<file path="config.mk">
export PLATFORM = sky130hd
export DESIGN_NAME = mdio_mgmt_ctrl
export DESIGN_NICKNAME = d
export VERILOG_FILES = /design/src/rtl/mdio_mgmt_pkg.sv /design/src/rtl/mdio_mdc_gen.sv /design/src/rtl/mdio_cmd_reg.sv /design/src/rtl/mdio_frame_seq.sv /design/src/rtl/mdio_mgmt_ctrl.sv
export SDC_FILE = /design/constraint.sdc
export NUM_CORES = 1
export LEC_CHECK = 0
export CAP_MARGIN = 20
export CELL_PAD_IN_SITES_DETAIL_PLACEMENT = 1
export CELL_PAD_IN_SITES_GLOBAL_PLACEMENT = 1
export CORE_ASPECT_RATIO = 1.75
export CORE_MARGIN = 4
export CORE_UTILIZATION = 35
export DETAILED_ROUTE_END_ITERATION = 16
export PLACE_DENSITY = 0.85
export SLEW_MARGIN = 20
export SYNTH_ARGS = -nofsm -noshare
export SYNTH_HDL_FRONTEND = slang
export SYNTH_SLANG_ARGS = --single-unit
</file>
<file path="constraint.sdc">
create_clock -name clk -period 2.8 [get_ports clk]
set_input_delay 0.56 -clock clk [delete_from_list [all_inputs] [get_ports clk]]
set_output_delay 0.56 -clock clk [all_outputs]
set_load 0.01 [all_outputs]
</file>
<file path="src/rtl/mdio_mgmt_pkg.sv">
package mdio_mgmt_pkg;

   localparam int unsigned WORD_W    = 32;
   localparam int unsigned PRE_LEN   = 32;
   localparam int unsigned FRAME_LEN = PRE_LEN + WORD_W;
   localparam int unsigned IDX_W     = $clog2(FRAME_LEN);
   localparam int unsigned SEL_W     = 2;
   localparam int unsigned DATA_W    = 16;
   localparam int unsigned OP_HI     = 29;
   localparam int unsigned OP_LO     = 28;
   // frame position of the first turnaround bit (word bit 17)
   localparam int unsigned TA_START  = PRE_LEN + (WORD_W - 1 - 17);
   // frame position of the first read data bit (word bit 15)
   localparam int unsigned RD_START  = FRAME_LEN - DATA_W;

   typedef enum logic [1:0] {
      OPC_RSVD0 = 2'b00,
      OPC_WRITE = 2'b01,
      OPC_READ  = 2'b10,
      OPC_RSVD3 = 2'b11
   } mdio_opc_e;

   function automatic int unsigned div_for_sel(input logic [SEL_W-1:0] sel);
      case (sel)
         2'd0:    return 8;
         2'd1:    return 16;
         2'd2:    return 32;
         default: return 48;
      endcase
   endfunction

endpackage

</file>
<file path="src/rtl/mdio_mdc_gen.sv">
module mdio_mdc_gen
   import mdio_mgmt_pkg::*;
#(
   parameter int unsigned CNT_W = 6
) (
   input  logic             clk,
   input  logic             rst_n,
   input  logic             run,
   input  logic             clr,
   input  logic [SEL_W-1:0] div_sel,
   output logic             mdc,
   output logic             rise_evt,
   output logic             fall_evt
);

   localparam int unsigned NSEL = 1 << SEL_W;

   if ((1 << CNT_W) < (div_for_sel(SEL_W'(NSEL - 1)) / 2)) begin : g_cnt_too_small
      $error("CNT_W cannot hold the largest MDC half period");
   end

   logic [CNT_W-1:0] half_tab [NSEL];

   for (genvar s = 0; s < NSEL; s++) begin : g_half_tab
      assign half_tab[s] = CNT_W'(div_for_sel(SEL_W'(s)) / 2 - 1);
   end

   logic [CNT_W-1:0] cnt_q;
   logic             mdc_q;
   logic [CNT_W-1:0] half_m1;
   logic             tick;

   assign half_m1  = half_tab[div_sel];
   assign tick     = run && (cnt_q == half_m1);
   assign rise_evt = tick && !mdc_q;
   assign fall_evt = tick && mdc_q;
   assign mdc      = mdc_q;

   always_ff @(posedge clk or negedge rst_n) begin
      if (!rst_n) begin
         cnt_q <= '0;
         mdc_q <= 1'b0;
      end else if (clr) begin
         cnt_q <= '0;
         mdc_q <= 1'b0;
      end else if (tick) begin
         cnt_q <= '0;
         mdc_q <= !mdc_q;
      end else if (run) begin
         cnt_q <= cnt_q + 1'b1;
      end
   end


   frozen_mdc_chk: assert property (@(posedge clk) disable iff (!rst_n)
      (!run && !clr) |=> $stable(mdc_q));

endmodule

</file>
<file path="src/rtl/mdio_cmd_reg.sv">
module mdio_cmd_reg
   import mdio_mgmt_pkg::*;
(
   input  logic              clk,
   input  logic              rst_n,
   input  logic              load,
   input  logic [WORD_W-1:0] wdata,
   input  logic              shift_en,
   input  logic              sdin,
   input  logic              busy,
   output logic [WORD_W-1:0] word
);

   logic [WORD_W-1:0] word_q;

   always_ff @(posedge clk or negedge rst_n) begin
      if (!rst_n) begin
         word_q <= '0;
      end else if (load) begin
         word_q <= wdata;
      end else if (shift_en) begin
         word_q[DATA_W-1:0] <= {word_q[DATA_W-2:0], sdin};
      end
   end

   assign word = word_q;


   cmd_half_hold_chk: assert property (@(posedge clk) disable iff (!rst_n)
      busy |=> $stable(word_q[WORD_W-1:DATA_W]));

endmodule

</file>
<file path="src/rtl/mdio_frame_seq.sv">
module mdio_frame_seq
   import mdio_mgmt_pkg::*;
(
   input  logic              clk,
   input  logic              rst_n,
   input  logic              accept,
   input  logic              rise_evt,
   input  logic              fall_evt,
   input  logic              rd_op,
   input  logic [WORD_W-1:0] word,
   output logic              busy,
   output logic              mdio_o,
   output logic              mdio_oe,
   output logic              sample_evt
);

   localparam logic [IDX_W-1:0] PRE_IDX  = IDX_W'(PRE_LEN);
   localparam logic [IDX_W-1:0] TA_IDX   = IDX_W'(TA_START);
   localparam logic [IDX_W-1:0] RD_IDX   = IDX_W'(RD_START);
   localparam logic [IDX_W-1:0] LAST_IDX = IDX_W'(FRAME_LEN - 1);

   logic [IDX_W-1:0] idx_q;
   logic             busy_q;
   logic             o_q;
   logic             oe_q;
   logic [IDX_W-1:0] idx_nx;

   function automatic logic bit_at(input logic [IDX_W-1:0] i,
                                   input logic [WORD_W-1:0] w);
      int unsigned pos;
      if (i < PRE_IDX) return 1'b1;
      pos = WORD_W - 1 - (int'(i) - PRE_LEN);
      return w[pos];
   endfunction

   function automatic logic drive_at(input logic [IDX_W-1:0] i, input logic rd);
      return !(rd && (i >= TA_IDX));
   endfunction

   assign idx_nx = idx_q + 1'b1;

   always_ff @(posedge clk or negedge rst_n) begin
      if (!rst_n) begin
         idx_q  <= '0;
         busy_q <= 1'b0;
         o_q    <= 1'b1;
         oe_q   <= 1'b0;
      end else if (accept) begin
         idx_q  <= '0;
         busy_q <= 1'b1;
         o_q    <= 1'b1;
         oe_q   <= 1'b1;
      end else if (busy_q && fall_evt) begin
         if (idx_q == LAST_IDX) begin
            idx_q  <= '0;
            busy_q <= 1'b0;
            o_q    <= 1'b1;
            oe_q   <= 1'b0;
         end else begin
            idx_q <= idx_nx;
            o_q   <= bit_at(idx_nx, word);
            oe_q  <= drive_at(idx_nx, rd_op);
         end
      end
   end

   assign busy       = busy_q;
   assign mdio_o     = o_q;
   assign mdio_oe    = oe_q;
   assign sample_evt = busy_q && rise_evt && rd_op && (idx_q >= RD_IDX);


   rd_release_chk: assert property (@(posedge clk) disable iff (!rst_n)
      (busy_q && rd_op && (idx_q >= TA_IDX)) |-> !oe_q);

endmodule

</file>
<file path="src/rtl/mdio_mgmt_ctrl.sv">
module mdio_mgmt_ctrl
   import mdio_mgmt_pkg::*;
#(
   parameter int unsigned CNT_W = 6
) (
   input  logic        clk,
   input  logic        rst_n,
   input  logic        port_en,
   input  logic [1:0]  div_sel,
   input  logic        cmd_wr,
   input  logic [31:0] cmd_wdata,
   output logic [31:0] cmd_rdata,
   output logic        mgmt_idle,
   output logic        mdc,
   output logic        mdio_o,
   output logic        mdio_oe,
   input  logic        mdio_i
);

   if (WORD_W != 32) begin : g_bad_word
      $error("command word must be 32 bits wide");
   end

   logic              busy;
   logic              accept;
   logic              run;
   logic              rise_evt;
   logic              fall_evt;
   logic              sample_evt;
   logic              rd_op;
   logic [WORD_W-1:0] word;

   assign accept = cmd_wr && port_en && !busy;
   assign run    = busy && port_en;
   assign rd_op  = (word[OP_HI:OP_LO] == OPC_READ);

   mdio_mdc_gen #(.CNT_W(CNT_W)) u_mdc (
      .clk      (clk),
      .rst_n    (rst_n),
      .run      (run),
      .clr      (accept),
      .div_sel  (div_sel),
      .mdc      (mdc),
      .rise_evt (rise_evt),
      .fall_evt (fall_evt)
   );

   mdio_cmd_reg u_cmd (
      .clk      (clk),
      .rst_n    (rst_n),
      .load     (accept),
      .wdata    (cmd_wdata),
      .shift_en (sample_evt),
      .sdin     (mdio_i),
      .busy     (busy),
      .word     (word)
   );

   mdio_frame_seq u_seq (
      .clk        (clk),
      .rst_n      (rst_n),
      .accept     (accept),
      .rise_evt   (rise_evt),
      .fall_evt   (fall_evt),
      .rd_op      (rd_op),
      .word       (word),
      .busy       (busy),
      .mdio_o     (mdio_o),
      .mdio_oe    (mdio_oe),
      .sample_evt (sample_evt)
   );

   assign cmd_rdata = word;
   assign mgmt_idle = !busy;


   idle_quiet_chk: assert property (@(posedge clk) disable iff (!rst_n)
      mgmt_idle |-> (!mdc && !mdio_oe));


   data_on_low_chk: assert property (@(posedge clk) disable iff (!rst_n)
      !$stable(mdio_o) |-> !mdc);


   disabled_hold_chk: assert property (@(posedge clk) disable iff (!rst_n)
      !port_en |=> ($stable(mdc) && $stable(mgmt_idle)));

endmodule

</file>
==> flow_summary.ini, run 1 <==
[outcome]
status = finished clean

[cts]
cts_tree = built
cts_max_path_buffers = 2
cts_made_buffers = 5
postCtsSetupRepairBufs = 0
clk_latency_ns = 0.29
clock-sinks = 48
cts_root_buf = clkbuf_16
htree_levels = 2
hold_buffers = 0
path_clk_slew_ns = 0.07
cts_resized = 0

[synthesis]
synth_top_area_share = 0.468
synth_cell_type_count = 39
yosysTopAreaCell = dfrtp_1
synth.area.mux_share = 0.0882
ys.flop_type = dfrtp_1
netlist_top_cells_area = dfrtp_1 (47%), nand2_1 (14%), mux4_2 (7.2%)
synth_edf_count = 0
synth_cells = 273
synthXorXnorAreaFrac = 0.0349
synth_top_family_by_area = simple AND/OR/NAND/NOR gates
ys_ff_latch = 48
synth_compound_gate_area_share = 0.117
yosys.area_share.adder = 0.00997
yosys_warnings = 0
synth_nets = 314
synth_simple_gate_area_frac = 0.233
avgSynthCellArea_um2 = 9.20
mappedNetlistArea_um2 = 2510
ys_async_sr_fraction = 1.00
ys_seq_area_frac = 0.479

[route]
avgRoutedWirePerCell_um = 18.8
drtPass1Iterations = 6
vias = 2373
drt-total-wl_um = 8160
drc = 0
drtAntennaViolNets = 0
drtIter0Drc = 109
viasPerCell = 5.48

[worst_setup_path]
worst_setup_path_start_kind = flip-flop
worstPathCellList = ha_1 > mux4_2 > mux2_2 > o311ai_0 > a22oi_1
crit_buf_inv = 0
cpPeakStageDelay_ns = 0.53
critical_path.top_delay_family = multiplexers
crit_fanout = 5
crit_required_ns = 2.98
worstSetupEndpointType = flip-flop
arrival_ns = 2.62
crit_slowest_cell = mux4_2
crit_type = reg2reg

[finish]
drive_gt1_frac = 0.0974
area_delta_synth_final_pct = 40.6
layout_commonest_cell = nand2_1
fill_cells = 793
final_cell_mix = nand2_1 (92), clkdlybuf4s50_1 (73), dfrtp_1 (47)
utilization = 0.511
diodes = 0
final_nets = 389

[timing]
fin_ws_ns = 0.365
rsz0062_at_grt = no
hold_viol = 0
fin_hold_ws_ns = 0.236
finalClockSkew_ns = 0.00775
fin_setup_tns_ns = 0
post-route-period-util = 0.870
min_period_ns = 2.44
slew_viol_final = 0
fmax_mhz = 411
finalSetupViolations = 0
slew_headroom = 0.568
worstMarginPinSlew_ns = 0.647

[floorplan]
fp.coreArea_um2 = 6910
num_rows = 40
start_util = 0.364
fp.dieH_um = 120
die-width_um = 72.0
dieArea_um2 = 8650
num_io_pins = 75

[place]
place.detailed.hpwl_um = 5880
post-place-ws_ns = 0.139
gp_congestion = 0.855
port_buffers = 74

[grt]
first_global_vias = 2656
grt_max_degree = 37
grt_pass1_wl_um = 13500
antenna_found_initial = 0
grt_overflow = 0
grt_usage = 0.201

[pwr]
p_per_area_nw_per_um2 = 912
power_uw = 3220
ir_drop_mv = 0.444
power.leakage_uw = 0.00159

[min_path]
hold_class = in2async

[flow_run]
maxCapViolCount = 0
-- kinds of logic (layout without fill, tap and decap cells) --
family / count (synthesis) / count (layout)
buffers and inverters: 21 / 97
AND/OR/NAND/NOR: 139 / 139
flip-flops: 48 / 48
XOR/XNOR: 10 / 10
multiplexers: 12 / 12
adder cells (fa/ha/maj): 2 / 2
AO/OA/AOI/OAI: 41 / 41
-- worst reg2reg max path, stage by stage, from the launching register on --
cell	delay [ns]
dfrtp_1	0.46
ha_1	0.40
mux4_2	0.53
mux2_2	0.28
o311ai_0	0.52
a22oi_1	0.15
-- sequential cells by signal, summed over array words and instances (netlist names) --
signal         cells
u_seq.busy         1
u_seq.mdio_oe      1
u_seq.mdio_o       1
u_cmd.word        32
u_mdc.mdc          1
u_mdc.cnt_q        6
u_seq.idx_q        6
-- cell usage after synthesis (all sizes together), types with 3 or more instances --
library cell	number
nand2b	4
nor2	22
buf	4
nand3	9
a31oi	16
dfrtp	47
mux2i	3
inv	5
a21oi	4
nand2	92
and3	3
xor2	8
mux4	8
nand3b	3
clkbuf	12
o21ai	9
-- per-stage QoR --
| stage | cells | area, um^2 |
|---|---|---|
| 6_report | 433 | 3530 |
| 5_1_grt | 433 | 3530 |
| 4_1_cts | 433 | 3530 |
| 3_5_place_dp | 425 | 3360 |
| 3_3_place_gp | 425 | 3360 |
| 2_1_floorplan | 273 | 2510 |
-- layer usage --
metal	track usage	up-vias	share of wire
met5	0	-	0
met4	0.0788	0	0.032
met3	0.0243	21	0.038
met2	0.381	74	0.58
met1	0.217	1200	0.35
li1	-	1078	-
-- layout make-up --
cell class / instances / area (um^2) / area share
well taps: 84 / 105 / 0.0298
clock inverters: 3 / 42.5 / 0.0121
clock buffers: 5 / 125 / 0.0354
flip-flops and latches: 48 / 1200 / 0.341
inverters: 5 / 18.8 / 0.00532
repair buffers: 84 / 823 / 0.233
multi-input cells: 204 / 1210 / 0.343
-- power by group --
| group | internal, uW | total [uW] | switching, uW |
|---|---|---|---|
| clock | 420 | 681 | 262 |
| combinational | 730 | 1300 | 572 |
| sequential | 949 | 1240 | 287 |
-- worst paths after layout --
path	start	endpoint	slack (ns)	depth (start not counted)
worst max-delay path	u_seq.idx_q[1]$_DFFE_PN0P_	u_seq.mdio_o$_DFFE_PN1P_	0.36	5
worst min-delay path	rst_n	u_cmd.word[6]$_DFFE_PN0P_	0.24	1
worst max register to register	u_seq.idx_q[1]$_DFFE_PN0P_	u_seq.mdio_o$_DFFE_PN1P_	0.36	5
worst min register to register	u_seq.mdio_o$_DFFE_PN1P_	u_seq.mdio_o$_DFFE_PN1P_	0.51	2
max in group asynchronous	rst_n	u_seq.mdio_o$_DFFE_PN1P_	1.90	2
min in group clk	u_seq.mdio_o$_DFFE_PN1P_	u_seq.mdio_o$_DFFE_PN1P_	0.51	2
(Power assumes the default switching activity.)
==> run 2, diff against run 1 <==
--- a/config.mk
+++ b/config.mk
@@ -10,9 +10,10 @@
 export CELL_PAD_IN_SITES_GLOBAL_PLACEMENT = 1
 export CORE_ASPECT_RATIO = 1.75
 export CORE_MARGIN = 4
-export CORE_UTILIZATION = 35
+export CORE_UTILIZATION = 46
 export DETAILED_ROUTE_END_ITERATION = 16
-export PLACE_DENSITY = 0.85
+export DONT_BUFFER_PORTS = 1
+export PLACE_DENSITY = 0.83
 export SLEW_MARGIN = 20
 export SYNTH_ARGS = -nofsm -noshare
 export SYNTH_HDL_FRONTEND = slang
==> flow_summary.ini, run 2 (synthesized netlist as in run 1, its figures left out) <==
[finish]
final_nets = 311
largest_reg_flops = 32
utilization = 0.505
drive_gt1_frac = 0.0996
final_cell_mix = nand2_1 (92), dfrtp_1 (47), nor2_1 (22)
layout_commonest_cell = nand2_1
diodes = 0
area_delta_synth_final_pct = 6.58

[floorplan]
dieArea_um2 = 6750
start_util = 0.474
die-width_um = 63.9
num_rows = 35
fp.coreArea_um2 = 5300
fp.dieH_um = 106
num_io_pins = 75

[timing]
hold_viol = 0
finalSetupViolations = 0
min_period_ns = 2.17
post-route-period-util = 0.774
fin_hold_ws_ns = 0.0847
fin_ws_ns = 0.633
worstMarginPinSlew_ns = 0.848
fin_setup_tns_ns = 0
finalClockSkew_ns = 0.00902
slew_viol_final = 0
slew_headroom = 0.434
fmax_mhz = 461
rsz0062_at_grt = no

[worst_setup_path]
crit_type = reg2reg
cpPeakStageDelay_ns = 0.41
worstPathCellList = ha_1 > nand3_1 > nor2_1 > o211ai_2 > o41ai_4 > buf_4 > nor2_1 > a31oi_1
crit_fanout = 32
crit_top_cell = nor2_1
arrival_ns = 2.40
crit_slowest_cell = dfrtp_1
worstSetupEndpointType = flip-flop
worst_setup_path_start_kind = flip-flop
crit_required_ns = 3.03

[grt]
antenna_found_initial = 0
grt_overflow = 0
grt_usage = 0.201
grt_max_degree = 48
first_global_vias = 2125
grt_pass1_wl_um = 10600

[pwr]
p_int_uw = 1450
p_per_area_nw_per_um2 = 900
comb_power_share = 0.262
power_frac_seq = 0.567
p_switching_uw = 964
p_clk_frac = 0.171
power.leakage_uw = 0.00124
swShare = 0.400
ir_drop_mv = 0.536

[route]
drtIter0Drc = 33
drtAntennaViolNets = 0
vias = 1991
drc = 0
drt-total-wl_um = 6360
drtPass1Iterations = 4
viasPerCell = 5.77
avgRoutedWirePerCell_um = 18.4

[cts]
hold_buffers = 1
htree_levels = 2
clk_latency_ns = 0.31
clock-sinks = 48
path_clk_slew_ns = 0.09
cts_max_path_buffers = 2
cts_made_buffers = 5
cts_resized = 0
postCtsSetupRepairBufs = 0
cts_tree = built
cts_root_buf = clkbuf_8

[place]
gp_congestion = 0.861
place.detailed.hpwl_um = 4730
port_buffers = 0
post-place-ws_ns = 0.638

[flow_run]
maxCapViolCount = 0

[outcome]
status = finished clean

[min_path]
hold_class = in2async
## run 2: changes by cell type in the layout (fill, tap and decap cells not counted), moves of 2 or more
cell,change
clkdlybuf4s50_1,-73
clkbuf_1,+2
clkbuf_8,+5
clkbuf_16,-5
buf_4,-4
## run 2: stage by stage
stage                     total power [uW]  instances  instance area (um^2)
final                                 2410        345                  2680
after global routing                  2600        345                  2680
after CTS                             2440        345                  2680
after detailed placement              2010        336                  2560
after global placement                1960        336                  2560
after floorplan                       1780        273                  2510
## run 2: area by class of cell
type	count	area (um^2)
inverter	5	18.8
fill	617	2620
multi-input combinational	204	1210
timing repair buffer	6	65.1
sequential	48	1200
clock buffer	7	76.3
clock inverter	1	8.76
tap	74	92.6
## run 2: worst max-delay path: cells and delay by family (launching register included)
kind | cells | cell delay, ns
AO/OA/AOI/OAI | 3 | 0.70
AND/OR/NAND/NOR | 3 | 0.43
flip-flops | 1 | 0.41
buffers and inverters | 1 | 0.35
adder cells (fa/ha/maj) | 1 | 0.21
## run 2: layer usage
layer | up-vias | GRT usage | routed length, um
li1 | 925 | - | -
met1 | 999 | 0.225 | 2380
met2 | 54 | 0.360 | 3500
met3 | 13 | 0.0458 | 339
met4 | 0 | 0.0757 | 133
met5 | - | 0 | 0
## run 2: power by group through the flow
stage	logic, uW	registers [uW]	clock network, uW
2_1_floorplan	517	1270	0
3_3_place_gp	585	1380	0
3_5_place_dp	621	1390	0
4_1_cts	644	1370	427
5_1_grt	728	1420	452
6_report	630	1370	413
## run 2: final timing paths
kind,startpoint,endpoint,slack [ns],cells after the start
setup / recovery,u_mdc.cnt_q[0]$_DFFE_PN0P_,u_cmd.word[7]$_DFFE_PN0P_,0.63,8
hold / removal,rst_n,u_seq.mdio_o$_DFFE_PN1P_,0.08,0
setup reg to reg,u_mdc.cnt_q[0]$_DFFE_PN0P_,u_cmd.word[7]$_DFFE_PN0P_,0.63,8
hold reg to reg,u_mdc.cnt_q[0]$_DFFE_PN0P_,u_mdc.cnt_q[0]$_DFFE_PN0P_,0.54,1
max in group asynchronous,rst_n,u_seq.idx_q[1]$_DFFE_PN0P_,2.49,1
min in group clk,cmd_wdata[21],u_cmd.word[21]$_DFFE_PN0P_,0.35,2
